`config.mk`:
```
export PLATFORM = sky130hd
export DESIGN_NAME = irq_arbiter
export DESIGN_NICKNAME = d
export VERILOG_FILES = /design/src/rtl/irq_arb_pkg.sv /design/src/rtl/irq_sync.sv /design/src/rtl/irq_src_ctrl.sv /design/src/rtl/irq_priority.sv /design/src/rtl/irq_arbiter.sv
export SDC_FILE = /design/constraint.sdc
export NUM_CORES = 1
export LEC_CHECK = 0
export ABC_AREA = 1
export BUFFER_PORTS_ARGS = -buffer_cell sky130_fd_sc_hd__buf_4
export CAP_MARGIN = 0
export CORE_AREA = 5 5 42 44
export CTS_CLUSTER_SIZE = 20
export DETAILED_ROUTE_END_ITERATION = 6
export DIE_AREA = 0 0 47 49
export PLACE_DENSITY_LB_ADDON = 0.2
export SLEW_MARGIN = 20
export SYNTH_ARGS = -nofsm -noshare
export SYNTH_HDL_FRONTEND = slang
export SYNTH_SLANG_ARGS = --single-unit
```
`constraint.sdc`:
```
create_clock -name clk -period 0.8 [get_ports clk]
set_input_delay 0.08 -clock clk [delete_from_list [all_inputs] [get_ports clk]]
set_output_delay 0.08 -clock clk [all_outputs]
set_load 0.02 [all_outputs]
```
`src/rtl/irq_arb_pkg.sv`:
```
package irq_arb_pkg;

    localparam int unsigned VEC_W_DEF   = 12;
    localparam int unsigned EXT_VEC_DEF = 3;
    localparam int unsigned TMR_VEC_DEF = 7;

    // enable and pending state of the two sources
    typedef struct packed {
        logic ext_en;
        logic tmr_en;
        logic tmr_pend;
    } src_state_t;

endpackage

```
`src/rtl/irq_sync.sv`:
```
// Multi-stage synchronizer for an asynchronous level input.
module irq_sync #(
    parameter int unsigned STAGES    = 2,
    parameter logic        RESET_VAL = 1'b1
) (
    input  logic clk,
    input  logic rst_n,
    input  logic d,
    output logic q
);
    localparam int unsigned LAST = STAGES - 1;

    logic [LAST:0] chain_d;
    logic [LAST:0] chain_q;

    always_comb begin
        chain_d = {chain_q[LAST-1:0], d};
    end

    always_ff @(posedge clk) begin
        if (!rst_n) begin
            chain_q <= {STAGES{RESET_VAL}};
        end else begin
            chain_q <= chain_d;
        end
    end

    assign q = chain_q[LAST];
endmodule

```
`src/rtl/irq_src_ctrl.sv`:
```
// Per-source enables and the timer pending latch.
module irq_src_ctrl
    import irq_arb_pkg::*;
(
    input  logic clk,
    input  logic rst_n,
    input  logic ext_active,
    input  logic ext_en_set,
    input  logic ext_en_clr,
    input  logic tmr_en_set,
    input  logic tmr_en_clr,
    input  logic tmr_ovf,
    input  logic tmr_take,
    output logic ext_req,
    output logic tmr_req,
    output logic tmr_pend
);
    src_state_t st_d;
    src_state_t st_q;

    always_comb begin
        st_d = st_q;

        // external enable: disable has priority
        if (ext_en_clr) begin
            st_d.ext_en = 1'b0;
        end else if (ext_en_set) begin
            st_d.ext_en = 1'b1;
        end

        // timer enable: disable has priority
        if (tmr_en_clr) begin
            st_d.tmr_en = 1'b0;
        end else if (tmr_en_set) begin
            st_d.tmr_en = 1'b1;
        end

        // pending latch: drop on disable, set on overflow, clear on accept
        if (tmr_en_clr) begin
            st_d.tmr_pend = 1'b0;
        end else if (tmr_ovf && st_q.tmr_en) begin
            st_d.tmr_pend = 1'b1;
        end else if (tmr_take) begin
            st_d.tmr_pend = 1'b0;
        end
    end

    always_ff @(posedge clk) begin
        if (!rst_n) begin
            st_q <= '0;
        end else begin
            st_q <= st_d;
        end
    end

    assign ext_req  = st_q.ext_en & ext_active;
    assign tmr_req  = st_q.tmr_en & st_q.tmr_pend;
    assign tmr_pend = st_q.tmr_pend;
endmodule

```
`src/rtl/irq_priority.sv`:
```
// Fixed-priority selection: external before timer.
module irq_priority #(
    parameter int unsigned VEC_W   = 12,
    parameter int unsigned EXT_VEC = 3,
    parameter int unsigned TMR_VEC = 7
) (
    input  logic             allow,
    input  logic             ext_req,
    input  logic             tmr_req,
    output logic             take,
    output logic             take_tmr,
    output logic [VEC_W-1:0] vec
);
    localparam logic [VEC_W-1:0] EXT_V = VEC_W'(EXT_VEC);
    localparam logic [VEC_W-1:0] TMR_V = VEC_W'(TMR_VEC);

    always_comb begin
        take     = 1'b0;
        take_tmr = 1'b0;
        vec      = '0;
        if (allow) begin
            if (ext_req) begin
                take = 1'b1;
                vec  = EXT_V;
            end else if (tmr_req) begin
                take     = 1'b1;
                take_tmr = 1'b1;
                vec      = TMR_V;
            end
        end
    end
endmodule

```
`src/rtl/irq_arbiter.sv`:
```
module irq_arbiter
    import irq_arb_pkg::*;
#(
    parameter int unsigned VEC_W       = VEC_W_DEF,
    parameter int unsigned EXT_VEC     = EXT_VEC_DEF,
    parameter int unsigned TMR_VEC     = TMR_VEC_DEF,
    parameter int unsigned SYNC_STAGES = 2
) (
    input  logic             clk,
    input  logic             rst_n,
    input  logic             ext_irq_n,
    input  logic             ext_en_set,
    input  logic             ext_en_clr,
    input  logic             tmr_en_set,
    input  logic             tmr_en_clr,
    input  logic             tmr_ovf,
    input  logic             ret_busy,
    output logic             call_req,
    output logic [VEC_W-1:0] call_vec,
    output logic             ext_level
);
    typedef struct packed {
        logic             lock;
        logic             ret_prev;
        logic             call;
        logic [VEC_W-1:0] vec;
    } arb_state_t;

    arb_state_t st_d;
    arb_state_t st_q;

    logic             pin_sync;
    logic             ext_req;
    logic             tmr_req;
    logic             tmr_pend;
    logic             take;
    logic             take_tmr;
    logic [VEC_W-1:0] sel_vec;
    logic             ret_first;

    irq_sync #(
        .STAGES    (SYNC_STAGES),
        .RESET_VAL (1'b1)
    ) u_sync (
        .clk   (clk),
        .rst_n (rst_n),
        .d     (ext_irq_n),
        .q     (pin_sync)
    );

    irq_src_ctrl u_src (
        .clk        (clk),
        .rst_n      (rst_n),
        .ext_active (~pin_sync),
        .ext_en_set (ext_en_set),
        .ext_en_clr (ext_en_clr),
        .tmr_en_set (tmr_en_set),
        .tmr_en_clr (tmr_en_clr),
        .tmr_ovf    (tmr_ovf),
        .tmr_take   (take_tmr),
        .ext_req    (ext_req),
        .tmr_req    (tmr_req),
        .tmr_pend   (tmr_pend)
    );

    irq_priority #(
        .VEC_W   (VEC_W),
        .EXT_VEC (EXT_VEC),
        .TMR_VEC (TMR_VEC)
    ) u_prio (
        .allow    (~st_q.lock),
        .ext_req  (ext_req),
        .tmr_req  (tmr_req),
        .take     (take),
        .take_tmr (take_tmr),
        .vec      (sel_vec)
    );

    // first cycle of the return instruction; lock drops at its closing edge
    assign ret_first = ret_busy & ~st_q.ret_prev;

    always_comb begin
        st_d          = st_q;
        st_d.ret_prev = ret_busy;
        st_d.call     = take;
        st_d.vec      = sel_vec;
        if (take) begin
            st_d.lock = 1'b1;
        end else if (ret_first) begin
            st_d.lock = 1'b0;
        end
    end

    always_ff @(posedge clk) begin
        if (!rst_n) begin
            st_q <= '0;
        end else begin
            st_q <= st_d;
        end
    end

    assign call_req  = st_q.call;
    assign call_vec  = st_q.vec;
    assign ext_level = pin_sync;
endmodule

```
## Word-level counts from Yosys, hierarchy flattened

Cells that the tools add are included.

- Input bits: 9
- Bits in registers: 11
- Output and inout bits: 14

- Mux-type cells: 11
- Bitwise gates (word level): 6
- Reductions and logical operators: 7

Operators by type and width:

| kind | number |
|---|---|
| 2-to-1 mux 1 bit | 9 |
| OR reduction 2 bit | 3 |
| nonzero test 2 bit | 2 |
| bitwise AND 1 bit | 3 |
| 2-to-1 mux 3 bit | 1 |
| NOT 1 bit | 3 |
| OR reduction 3 bit | 1 |
| 2-to-1 mux 2 bit | 1 |
| logical AND 1 bit | 1 |

## Depth between registers and ports, before layout

- Depth after elaboration: 6
- Mapped depth: 5
- Mapped depth without buffers: 5

## Hierarchy

Synthesis repeated with hierarchy kept, for this count alone.

- Cell total of the unflattened synthesis: 104
- Area, all modules: 822.0 sq um

By module, submodules not included:

| module | area an instance (sq um) | instances | cells each |
|---|---|---|---|
| irq_arbiter | 536.8 | 1 | 64 |
| irq_src_ctrl | 118.9 | 1 | 17 |
| irq_priority | 111.4 | 1 | 17 |
| irq_sync | 55.1 | 1 | 6 |

## Worst setup path after synthesis

Ideal clock, no wire load.

- Path type: register to register
- Start point: register u_sync.chain_q[1]
- End point: register u_src.st_q (netlist bit u_src.tmr_pend)
- Arrival: 0.739 ns
- Setup slack: -0.052 ns
- Stages on the path, launching flop included: 6
- Data required time: 0.686 ns
- Path through: dfxtp_1 inv_1 nand2_1 nand3_1 nand2_1 a21oi_2

- Cells in the longest elaborated chain, start to end: 5

Ends and longest elaborated chain:

| what | RTL line | text |
|---|---|---|
| from (decl) | irq_sync.sv:14 | `logic [LAST:0] chain_q;` |
| from (signal assigned) | irq_sync.sv:22 | `chain_q <= {STAGES{RESET_VAL}};` |
| from (signal assigned) | irq_sync.sv:24 | `chain_q <= chain_d;` |
| NOT 1 bit | irq_arbiter.sv:54 | `.ext_active (~pin_sync),` |
| bitwise AND 1 bit | irq_src_ctrl.sv:56 | `assign ext_req = st_q.ext_en & ext_active;` |
| 2-to-1 mux 1 bit | irq_priority.sv:22 | `if (ext_req) begin` |
| 2-to-1 mux 1 bit | irq_priority.sv:21 | `if (allow) begin` |
| nonzero test 2 bit (no source line) | -- |  |
| to (signal assigned) | irq_src_ctrl.sv:52 | `st_q <= st_d;` |
| to (decl) | irq_src_ctrl.sv:19 | `src_state_t st_q;` |

No other way between the ends.
A chain may end at the register's enable or synchronous reset.

==> metrics.md <==
| Metric | Value |
|---|---|
| Status | finished clean |
| I/O Pins | 23 |
| Most common cell in the synthesized netlist | buf_4 |
| Crit start category | flip-flop |
| Post-route ant nets | 0 |
| Mapped Area | 417.9 sq um |
| Clock-pin slew on the worst setup and hold paths | 0.07 ns |
| Post-Route WL | 711 um |
| CTS tree | built |
| Via density | 3.802 |
| Fin crit share | 99.81% |
| Worst skew pair latency | 0.26 ns |
| Setup Buffers After CTS | 0 |
| Yosys top cell by area | dfxtp_1 |
| Top cells by area, synth | dfxtp_1 48%, buf_4 22%, nand2_1 6.3% |
| Hold Crit Start | ret_busy |
| Final hold vios | 0 |
| Layout Skew | 0.002351 ns |
| F_max | 1252 MHz |
| Ant. Diodes | 0 |
| Die Wd | 47 um |
| Reg2reg start | u_src.tmr_pend$_SDFFE_PP0P_ |
| 1st-pass router iterations | 2 |
| Static leakage | 0.2881 nW |
| GRT Overall Usage | 7.208% |
| Fin Setup TNS | 0 ns |
| Syn Area/Cell | 8.358 sq um |
| Worst Path Arrival | 0.72 ns |
| Vias in the first global route | 283 |
| Tmin final | 0.7984 ns |
| Hold slack final | 0.008138 ns |
| MaxCap Viol Count | 0 |
| Die ar. | 0.002303 sq mm |
| Slowest stage delay, CP | 0.34 ns |
| Placed wire-length estimate | 505.1 um |
| Yosys warning count | 0 |
| CP Class | flip-flop to output port |
| H-tree levels | 1 |
| Max VDD drop | 1.244 mV |
| Post-synth ARST share | 0% |
| Unrepaired setup endpoints after global routing | true |
| Num rows | 14 |
| CTS root buf | clkbuf_4 |
| Initial antenna violation count | 0 |
| Synth Register Bits | 10 |
| Critical path launch point | call_vec[0]$_SDFF_PP0_ |
| Max Buffers Root-to-Sink | 2 |
| Yosys top cell area share | 47.90% |
| Post-route DRC | 0 |
| First-pass GRT wire length | 1097 um |
| GP Congestion | 0.6574 |
| Critical path capture point type | output port |
| Port buffer count | 13 |
| Layout cell share with drive strength beyond 1 | 47.69% |
| Post-Syn Instances | 50 |
| Pwr dens | 1916 mW/mm^2 |
| Nets | 75 |
| Initial core utilization | 29.82% |
| Total power | 1.098 mW |
| Die height | 49 um |
| Post-DR wirelength/cell | 8.778 um |
| CP Buf/Inv Count | 1 |
| Post-synth EDFFs | 0 |
| Register area share after synthesis | 47.90% |
| CP delay by family, top | flip-flops |
| Slowest CP cell | dfxtp_2 |
| CP Max Fanout | 2 |
| Final Max Slew Viols | 0 |
| Drt first-iter violations | 1 |
| Layout area overhead | 37.13% |
| GRT overflow | 0 |
| Largest net degree at the start of global routing | 9 |
| Ys flop type | dfxtp_1 |
| Core outline area | 0.001401 sq mm |
| Num CTS Buffers | 3 |
| Top post-synthesis cells by count | 12 x buf_4, 10 x dfxtp_1, 7 x nand2_1, 6 x nor2_1, 5 x inv_1 |
| DR vias | 308 |
| Hold Path Class | input pin to flip-flop |
| Clock sinks | 10 |
| Crit path cell chain | buf_6 |
| Synth unique cells | 14 |
| Required time of the critical path | 0.72 ns |
| Setup-failing EPs final | 0 |
kinds of logic (layout without fill, tap and decap cells):
family	count (synthesis)	count (layout)	share of synthesized area [%]
AOI/OAI and AO/OA	3	3	5.090
and+or+nand+nor	18	18	19.16
other	1	9	0.8973
DFF	10	10	47.90
buffers and inverters	18	25	26.95
flip-flops by register name, indices dropped and copies added, names as in the netlist:
register        count
u_src.tmr_pend      1
u_src.st_q          2
u_sync.chain_q      2
call_req            1
st_q                2
call_vec            2
repair_timing:
item | in CTS | in global routing
hold endpoints to repair | 2 | 0
pin swaps | 0 | 1
hold buffers | 2 | 0
gates resized for setup | 5 | 11
endpoints found under the setup margin | 4 | 7
layout make-up:
cell class              count  area [sq um]
multi-input cells          30         150.1
inverters                   6         22.52
well taps                  16         20.02
clock buffers               4         36.28
fillers                   152         828.3
repair buffers             15         136.4
flip-flops and latches     10         207.7
worst paths after layout:
check                           slack [ns]  cells past startpoint                           end
worst max-delay path                 0.002                      1                   call_vec[1]
worst min-delay path                 0.008                      3           st_q[13]$_SDFF_PN0_
worst max register to register        0.04                      5   u_src.tmr_pend$_SDFFE_PP0P_
worst min register to register        0.41                      1  u_sync.chain_q[1]$_SDFF_PN1_
stage by stage:
stage | instance area (sq um) | utilization [%] | worst slack (ns) | cells
final | 573.1 | 40.89 | 0.001555 | 81
after global routing | 573.1 | 40.89 | -0.04481 | 81
after CTS | 546.8 | 39.02 | -0.01097 | 81
after detailed placement | 476.7 | 34.02 | -0.0006816 | 75
after global placement | 476.7 | 34.02 | 0.004707 | 75
after floorplan | 449.2 | - | 0.01443 | 58
cell usage in the layout (no fill, tap or decap):
master         count
a21oi_2            1
buf_4              8
buf_6              5
clkbuf_4           3
clkbuf_8           1
conb_1             9
dfxtp_1            4
dfxtp_2            6
dlygate4sd3_1      2
inv_1              5
inv_2              1
nand2_1            3
nand2_2            4
nand3_2            1
nor2_1             6
nor3_1             1
o211ai_1           1
o21ai_1            1
or2_1              2
or2_4              1
metal layers:
layer | track usage (%) | vias to the layer above | routed length, um
met5 | 0 | - | 0
met4 | 8.295 | 0 | 18
met3 | 3.321 | 2 | 88
met2 | 10.18 | 14 | 350
met1 | 6.667 | 133 | 255
li1 | - | 159 | -
power breakdown:
part | internal [mW] | switching (mW) | leakage (nW) | total [mW]
Sequential | 0.513 | 0.00780 | 0.0838 | 0.521
Combinational | 0.0494 | 0.0678 | 0.183 | 0.117
Clock | 0.276 | 0.183 | 0.0210 | 0.459
Note: power is estimated with default switching activity, not from simulation.
